File: config.mk
export PLATFORM = sky130hd
export DESIGN_NAME = port_stat_snap
export DESIGN_NICKNAME = d
export VERILOG_FILES = /design/src/rtl/port_stat_snap.sv
export SDC_FILE = /design/constraint.sdc
export NUM_CORES = 2
export LEC_CHECK = 0
export CAP_MARGIN = 20
export CELL_PAD_IN_SITES_DETAIL_PLACEMENT = 1
export CELL_PAD_IN_SITES_GLOBAL_PLACEMENT = 1
export CORE_MARGIN = 2
export CORE_UTILIZATION = 45
export CTS_CLUSTER_DIAMETER = 150
export CTS_CLUSTER_SIZE = 10
export DETAILED_ROUTE_END_ITERATION = 8
export DONT_BUFFER_PORTS = 1
export GPL_TIMING_DRIVEN = 0
export PLACE_DENSITY_LB_ADDON = 0.2
export SLEW_MARGIN = 30
export SYNTH_ARGS = -nofsm -noshare
export SYNTH_HDL_FRONTEND = slang
export SYNTH_SLANG_ARGS = --single-unit
File: constraint.sdc
create_clock -name clk -period 8.3 [get_ports clk]
set_input_delay 1.66 -clock clk [delete_from_list [all_inputs] [get_ports clk]]
set_output_delay 1.66 -clock clk [all_outputs]
set_load 0.005 [all_outputs]
File: src/rtl/port_stat_snap.sv
module port_stat_snap #(
  parameter int NPORTS = 4,
  parameter int NCNT   = 8,
  parameter int CW     = 32
) (
  input  logic                   clk,
  input  logic                   rst_n,
  input  logic [NPORTS*NCNT-1:0] inc_i,
  input  logic                   wr_en,
  input  logic [4:0]             addr,
  input  logic [15:0]            wdata,
  output logic [15:0]            rdata
);
  localparam int NLIVE = NPORTS * NCNT;
  localparam int PTRW  = (NCNT > 1) ? $clog2(NCNT) : 1;
  localparam logic [4:0] A_OP = 5'h1D;
  localparam logic [4:0] A_HI = 5'h1E;
  localparam logic [4:0] A_LO = 5'h1F;
  localparam logic [7:0] OP_SNAP = 8'hDC;
  localparam logic [7:0] OP_READ = 8'hCC;

  logic [NLIVE*CW-1:0] live_w;
  logic [NCNT*CW-1:0]  snap_q;
  logic                busy_q;
  logic [PTRW-1:0]     ptr_q;
  logic [7:0]          port_q;
  logic [14:0]         op_q;
  logic [31:0]         res_q;
  logic [CW-1:0]       src;
  logic [31:0]         fetch;

  wire op_wr   = wr_en && (addr == A_OP) && !busy_q;
  wire snap_go = op_wr && (wdata[15:8] == OP_SNAP);
  wire read_go = op_wr && (wdata[15:8] == OP_READ);
  wire last    = (ptr_q == PTRW'(NCNT - 1));

  for (genvar i = 0; i < NLIVE; i++) begin : g_cnt
    logic [CW-1:0] cnt_q;
    always_ff @(posedge clk) begin
      if (!rst_n)
        cnt_q <= '0;
      else if (inc_i[i] && (cnt_q != '1))
        cnt_q <= cnt_q + 1'b1;
    end
    assign live_w[i*CW +: CW] = cnt_q;
  end

  always_comb begin
    src = '0;
    for (int p = 0; p < NPORTS; p++)
      for (int k = 0; k < NCNT; k++)
        if (port_q == 8'(p) && ptr_q == PTRW'(k))
          src = live_w[(p*NCNT+k)*CW +: CW];
  end

  always_comb begin
    fetch = '0;
    for (int k = 0; k < NCNT; k++)
      if (wdata[7:0] == 8'(k))
        fetch = 32'(snap_q[k*CW +: CW]);
  end

  always_ff @(posedge clk) begin
    if (!rst_n) begin
      snap_q <= '0;
    end else if (busy_q) begin
      for (int k = 0; k < NCNT; k++)
        if (ptr_q == PTRW'(k))
          snap_q[k*CW +: CW] <= src;
    end
  end

  always_ff @(posedge clk) begin
    if (!rst_n) begin
      busy_q <= 1'b0;
      ptr_q  <= '0;
      port_q <= '0;
      op_q   <= '0;
      res_q  <= '0;
    end else begin
      if (snap_go) begin
        busy_q <= 1'b1;
        ptr_q  <= '0;
        port_q <= wdata[7:0];
      end else if (busy_q) begin
        if (last) busy_q <= 1'b0;
        else      ptr_q  <= ptr_q + 1'b1;
      end
      if (snap_go || read_go) op_q <= wdata[14:0];
      if (read_go) res_q <= fetch;
    end
  end

  always_comb begin
    case (addr)
      A_OP:    rdata = {busy_q, op_q};
      A_HI:    rdata = res_q[31:16];
      A_LO:    rdata = res_q[15:0];
      default: rdata = '0;
    endcase
  end


  inc_step_chk: assert property (@(posedge clk) disable iff (!rst_n)
    (inc_i[0] && live_w[CW-1:0] != '1) |=> live_w[CW-1:0] == $past(live_w[CW-1:0]) + CW'(1));


  sat_hold_chk: assert property (@(posedge clk) disable iff (!rst_n)
    (live_w[CW-1:0] == '1) |=> (live_w[CW-1:0] == '1));


  busy_end_chk: assert property (@(posedge clk) disable iff (!rst_n)
    $fell(busy_q) |-> ($past(ptr_q) == PTRW'(NCNT - 1)));


  bank_frozen_chk: assert property (@(posedge clk) disable iff (!rst_n)
    !busy_q |=> $stable(snap_q));


  busy_ignore_chk: assert property (@(posedge clk) disable iff (!rst_n)
    busy_q |=> $stable(res_q));


  range_zero_chk: assert property (@(posedge clk) disable iff (!rst_n)
    (wr_en && addr == A_OP && !busy_q && wdata[15:8] == OP_READ && wdata[7:0] >= 8'(NCNT))
      |=> (res_q == '0));
endmodule

=== After elaboration in Yosys (flattened, before gate mapping) ===
Cells that the tools add are included.

* Equal/unequal tests: 54
* Multiplexer cells: 44
* Reduce and logical (&&, ||, !) cells: 83
* Add/subtract/negate cells: 33
* Bitwise logic cells: 2

{| class="wikitable"
|+ Operator list
! cell !! number
|-
| 2-to-1 mux 32 bit || 40
|-
| adder 32 x 1 -> 32 bit, second input constant || 32
|-
| != test 32 bit, second input constant || 32
|-
| logical AND 1 bit || 68
|-
| case mux 16 bit (3 select lines) || 1
|-
| == test 8 x 2 -> 1 bit, second input constant || 4
|-
| == test 8 x 3 -> 1 bit, second input constant || 4
|-
| AND reduction 2 bit || 9
|-
| == test 8 x 1 -> 1 bit, second input constant || 2
|-
| == test 8 bit, second input constant || 2
|-
| zero test 8 bit || 2
|-
| == test 5 bit, second input constant || 3
|-
| == test 3 bit, second input constant || 4
|-
| == test 3 x 2 -> 1 bit, second input constant || 2
|-
| adder 3 x 1 -> 3 bit, second input constant || 1
|-
| == test 3 x 1 -> 1 bit, second input constant || 1
|-
| zero test 3 bit || 1
|-
| 2-to-1 mux 1 bit || 3
|-
| NOT 1 bit || 2
|-
| OR reduction 2 bit || 1
|-
| zero test 1 bit || 1
|-
| logical OR 1 bit || 1
|}

* Flip-flop bits (word level): 1339
* Word-level logic and storage cells: 261
* Output and inout port bits: 16

=== Longest topological paths before layout ===
* Depth in word-level cells: 34
* Gate-level depth with buffers: 14

=== Worst setup path after synthesis ===
No wires, ideal clock.

* Kind: input -> output
* Start point: input port addr[0]
* End point: output port rdata[0]
* Buffers on the path: 2
* Slack: 3.782 ns
* Cell stages on the path: 5
* Arrival time: 2.858 ns
* Cells stage by stage: clkbuf_1 nor3b_2 clkbuf_1 nand2_1 o21ai_0

* Longest elaborated chain between the ends: 2
* Elaborated cells between the ends (all ways): 4
* Classes of those cells: eq/ne (3); mux (1)

{| class="wikitable"
|+ RTL lines
! element !! line !! RTL
|-
| from (decl) || 10 || <nowiki>input logic [4:0] addr,</nowiki>
|-
| == test 5 bit || 95 || <nowiki>case (addr)</nowiki>
|-
| case mux 16 bit (3 select lines) * || 95 ||
|-
| to (decl) || 12 || <nowiki>output logic [15:0] rdata</nowiki>
|}

Mark *: on every way between the ends. The rest lies on a longest branch, timed or not.

=== Worst setup path in the final report ===
* Start point: register ptr_q[2]
* End point: register snap_q[249]

* Longest elaborated chain between the ends: 34
* Elaborated cells between the ends (all ways): 73
* Classes of those cells: eq/ne (7); mux (32); reduce/logical (34)

{| class="wikitable"
|+ RTL lines
! element !! line !! RTL
|-
| from (decl) || 25 || <nowiki>logic [PTRW-1:0] ptr_q;</nowiki>
|-
| from (signal assigned) || 87 || <nowiki>else ptr_q <= ptr_q + 1'b1;</nowiki>
|-
| zero test 3 bit || 52 || <nowiki>if (port_q == 8'(p) && ptr_q == PTRW'(k))</nowiki>
|-
| logical AND 1 bit || 52 ||
|-
| 2-to-1 mux 32 bit (32 in a row) || 52 ||
|-
| to (signal, indexed assignment) || 69 || <nowiki>snap_q[k*CW +: CW] <= src;</nowiki>
|-
| to (decl) || 23 || <nowiki>logic [NCNT*CW-1:0] snap_q;</nowiki>
|}

Several ways; a longest one is shown, not always the timed one.
A chain may end at the register's enable or synchronous reset.

==> flow_summary_export.csv <==
group,metric,value,unit
floorplan,rows,145,
layout,nFillCells,18800,
floorplan,fp.dieArea,159000,µm²
sta,finClkSkew,0.0551,ns
global_routing,grt_pass1_wl,532,mm
setup_path,crit_fanout,10,
floorplan,die_h,399,µm
clock_network,cts_buffer_depth,3,
clock_network,clkTransAtPathRegs,0.06,ns
place,hpwl,299,mm
route,drt_iter0_markers,9590,
clock_network,cts.sink_count,1339,
place,gp_congestion,1.09,
power_and_ir_drop,power,13.1,mW
synthesis,synth-main-ff-cell,"dfxtp_1",
route,drc,0,
floorplan,initial_core_util,0.452,
global_routing,grt_overflow,0,
route,dr.pass1.iters,6,
route,num_vias,75500,
global_routing,track_usage,0.462,
sta,timing.final.crit_share,0.838,
sta,setup_slack,1.35,ns
sta,holdWs,0.455,ns
layout,layout_common_cells,"dfxtp_1, nor2_1, nand2_1, o21ai_0, nand3_1",
power_and_ir_drop,power-per-cell-area,168,nW/µm²
sta,worst_slew_pin_slew,1.22,ns
synthesis,syn_area_per_cell,8.04,µm²
setup_path,critPathKind,"reg2reg",
synthesis,yosysWarnings,0,
floorplan,io_pins,72,
clock_network,cts_made_buffers,151,
sta,relSlewSlack,0.186,
synthesis,synth_area_leaders,"dfxtp_1, nor2_1, xnor2_1, xor2_1, o21ai_0",
global_routing,grt_start_max_net_pins,17,
sta,report.final.slew_viol_count,0,
status,status,"complete, no violations",
layout,drive_above_1_share,0.0556,
clock_network,cts_tree,"done",
setup_path,start_kind,"register",
layout,nets,9017,
place,place_ws,2.03,ns
synthesis,synth_cells,8743,
power_and_ir_drop,max-vdd-ir-drop,0.227,mV
synthesis,ys_async_sr_fraction,0,
synthesis,synth_area,70300,µm²
clock_network,post_cts_buffers,0,
synthesis,ys_seq_area_frac,0.381,
sta,clock.fmax,144,MHz
place,io_buffers,0,
layout,area_delta_synth_final,10.8,%
setup_path,crit_arrival,7.71,ns
sta,period_needed,6.95,ns
clock_network,ctsHoldBuffers,0,
layout,final_common_cell,"dfxtp_1",
clock_network,cts_max_level,4,
sta,setup_viol,0,
route,viasPerCell,6.85,
synthesis,synth_cell_types,103,
setup_path,endpoint_kind,"register",
route,wl_per_cell,34.6,µm
flow_run,maxCapViolCount,0,
min_path,hold_path.class,"reg2reg",
global_routing,grt_pass1_vias,71200,
route,antenna_left,0,
synthesis,synth-edff-count,0,
clock_network,worstSkewPairLatency,0.85,ns
synthesis,synth_nets,8837,
synthesis,yosysTopAreaCellShare,0.381,
sta,setup_tns,0,ns
synthesis,yosysTopAreaCell,"dfxtp_1",
setup_path,required,9.06,ns
floorplan,die_w,399,µm
global_routing,antenna_found_initial,43,
clock_network,root_buffer,"clkbuf_16",
sta,hold_viol,0,
clock_network,cts-resized-gates,0,
power_and_ir_drop,cellLeakagePower,25.8,nW
route,wirelength,381,mm
sta,rsz0062_at_grt,"no",
synthesis,ys_seq_elements,1339,
floorplan,coreArea,156000,µm²
-- critical path, cell delays in order (launching register included) --
cell and delay, ns:
dfxtp_1 0.32, buf_2 0.17, buf_2 0.23, clkinv_1 0.39, ha_1 0.24, clkbuf_1 0.63, buf_2 0.42, clkbuf_1 0.78
buf_1 0.96, nand2_1 0.61, o221a_2 0.50, o31ai_1 0.86, o21ai_2 0.46, a31oi_1 0.26
-- flip-flops by register name (all words and copies together), names as in the netlist --
signal and count:
port_q 8, ptr_q 3, snap_q 256, op_q 15, res_q 32, g_cnt.cnt_q 1024
busy_q 1
-- cell families after synthesis --
logic type               after synthesis  synth area share
AND/OR/NAND/NOR                     3840             0.275
AO/OA/AOI/OAI                       1834             0.168
flip-flops                          1339             0.381
XOR/XNOR                             859             0.107
buffers and inverters                700            0.0386
multiplexers                         133            0.0242
adder cells (fa/ha/maj)               38           0.00676
-- per-layer routing --
| layer | track usage | wire, µm |
|---|---|---|
| met1 | 0.595 | 150000 |
| met2 | 0.667 | 157000 |
| met3 | 0.140 | 45100 |
| met4 | 0.302 | 28700 |
| met5 | 0 | 158 |
-- stage by stage --
stage / cell area, µm² / instances / utilization
floorplan: 70300 / 8743 / -
global placement: 72900 / 10800 / 0.468
detailed placement: 73600 / 10800 / 0.473
CTS: 77700 / 11000 / 0.499
global route: 77800 / 11000 / 0.500
finish: 77900 / 11000 / 0.500
-- worst paths after layout --
path,startpoint,to,slack (ns),cells after the start
min reg2reg,op_q[7]$_SDFFE_PN0P_,op_q[7]$_SDFFE_PN0P_,0.45,2
min,op_q[7]$_SDFFE_PN0P_,op_q[7]$_SDFFE_PN0P_,0.45,2
max reg2reg,ptr_q[2]$_SDFFE_PP0P_,snap_q[249]$_SDFFE_PN0P_,1.35,13
max,ptr_q[2]$_SDFFE_PP0P_,snap_q[249]$_SDFFE_PN0P_,1.35,13
-- final cells by class --
cell class	instances	area, µm²	share of cell area
Antenna cell	26	65.1	0.000836
Timing Repair Buffer	27	384	0.00493
Tap cell	2058	2570	0.0331
Clock buffer	153	3810	0.0489
Clock inverter	14	293	0.00376
Sequential cell	1339	26800	0.344
Inverter	162	608	0.00781
Buffer	538	2190	0.0281
Multi-Input combinational cell	6704	41100	0.528
-- Yosys cell counts (140+ instances only) --
cell      instances
inv_1           160
xnor2_1         466
nand4_1         287
nand2_1         595
and3_1          175
o21ai_0         540
xor2_1          393
and4_1          144
a21oi_1         405
dfxtp_1        1339
nor3_1          257
nor2_1         1249
nor4_1          140
clkbuf_1        454
nand3_1         503
-- power by group --
part | internal, mW | switching, mW | total [mW]
clock | 3.27 | 2.88 | 6.15
combinational | 0.0997 | 0.316 | 0.416
sequential | 6.46 | 0.0694 | 6.53
Note: power is estimated with default switching activity, not from simulation.
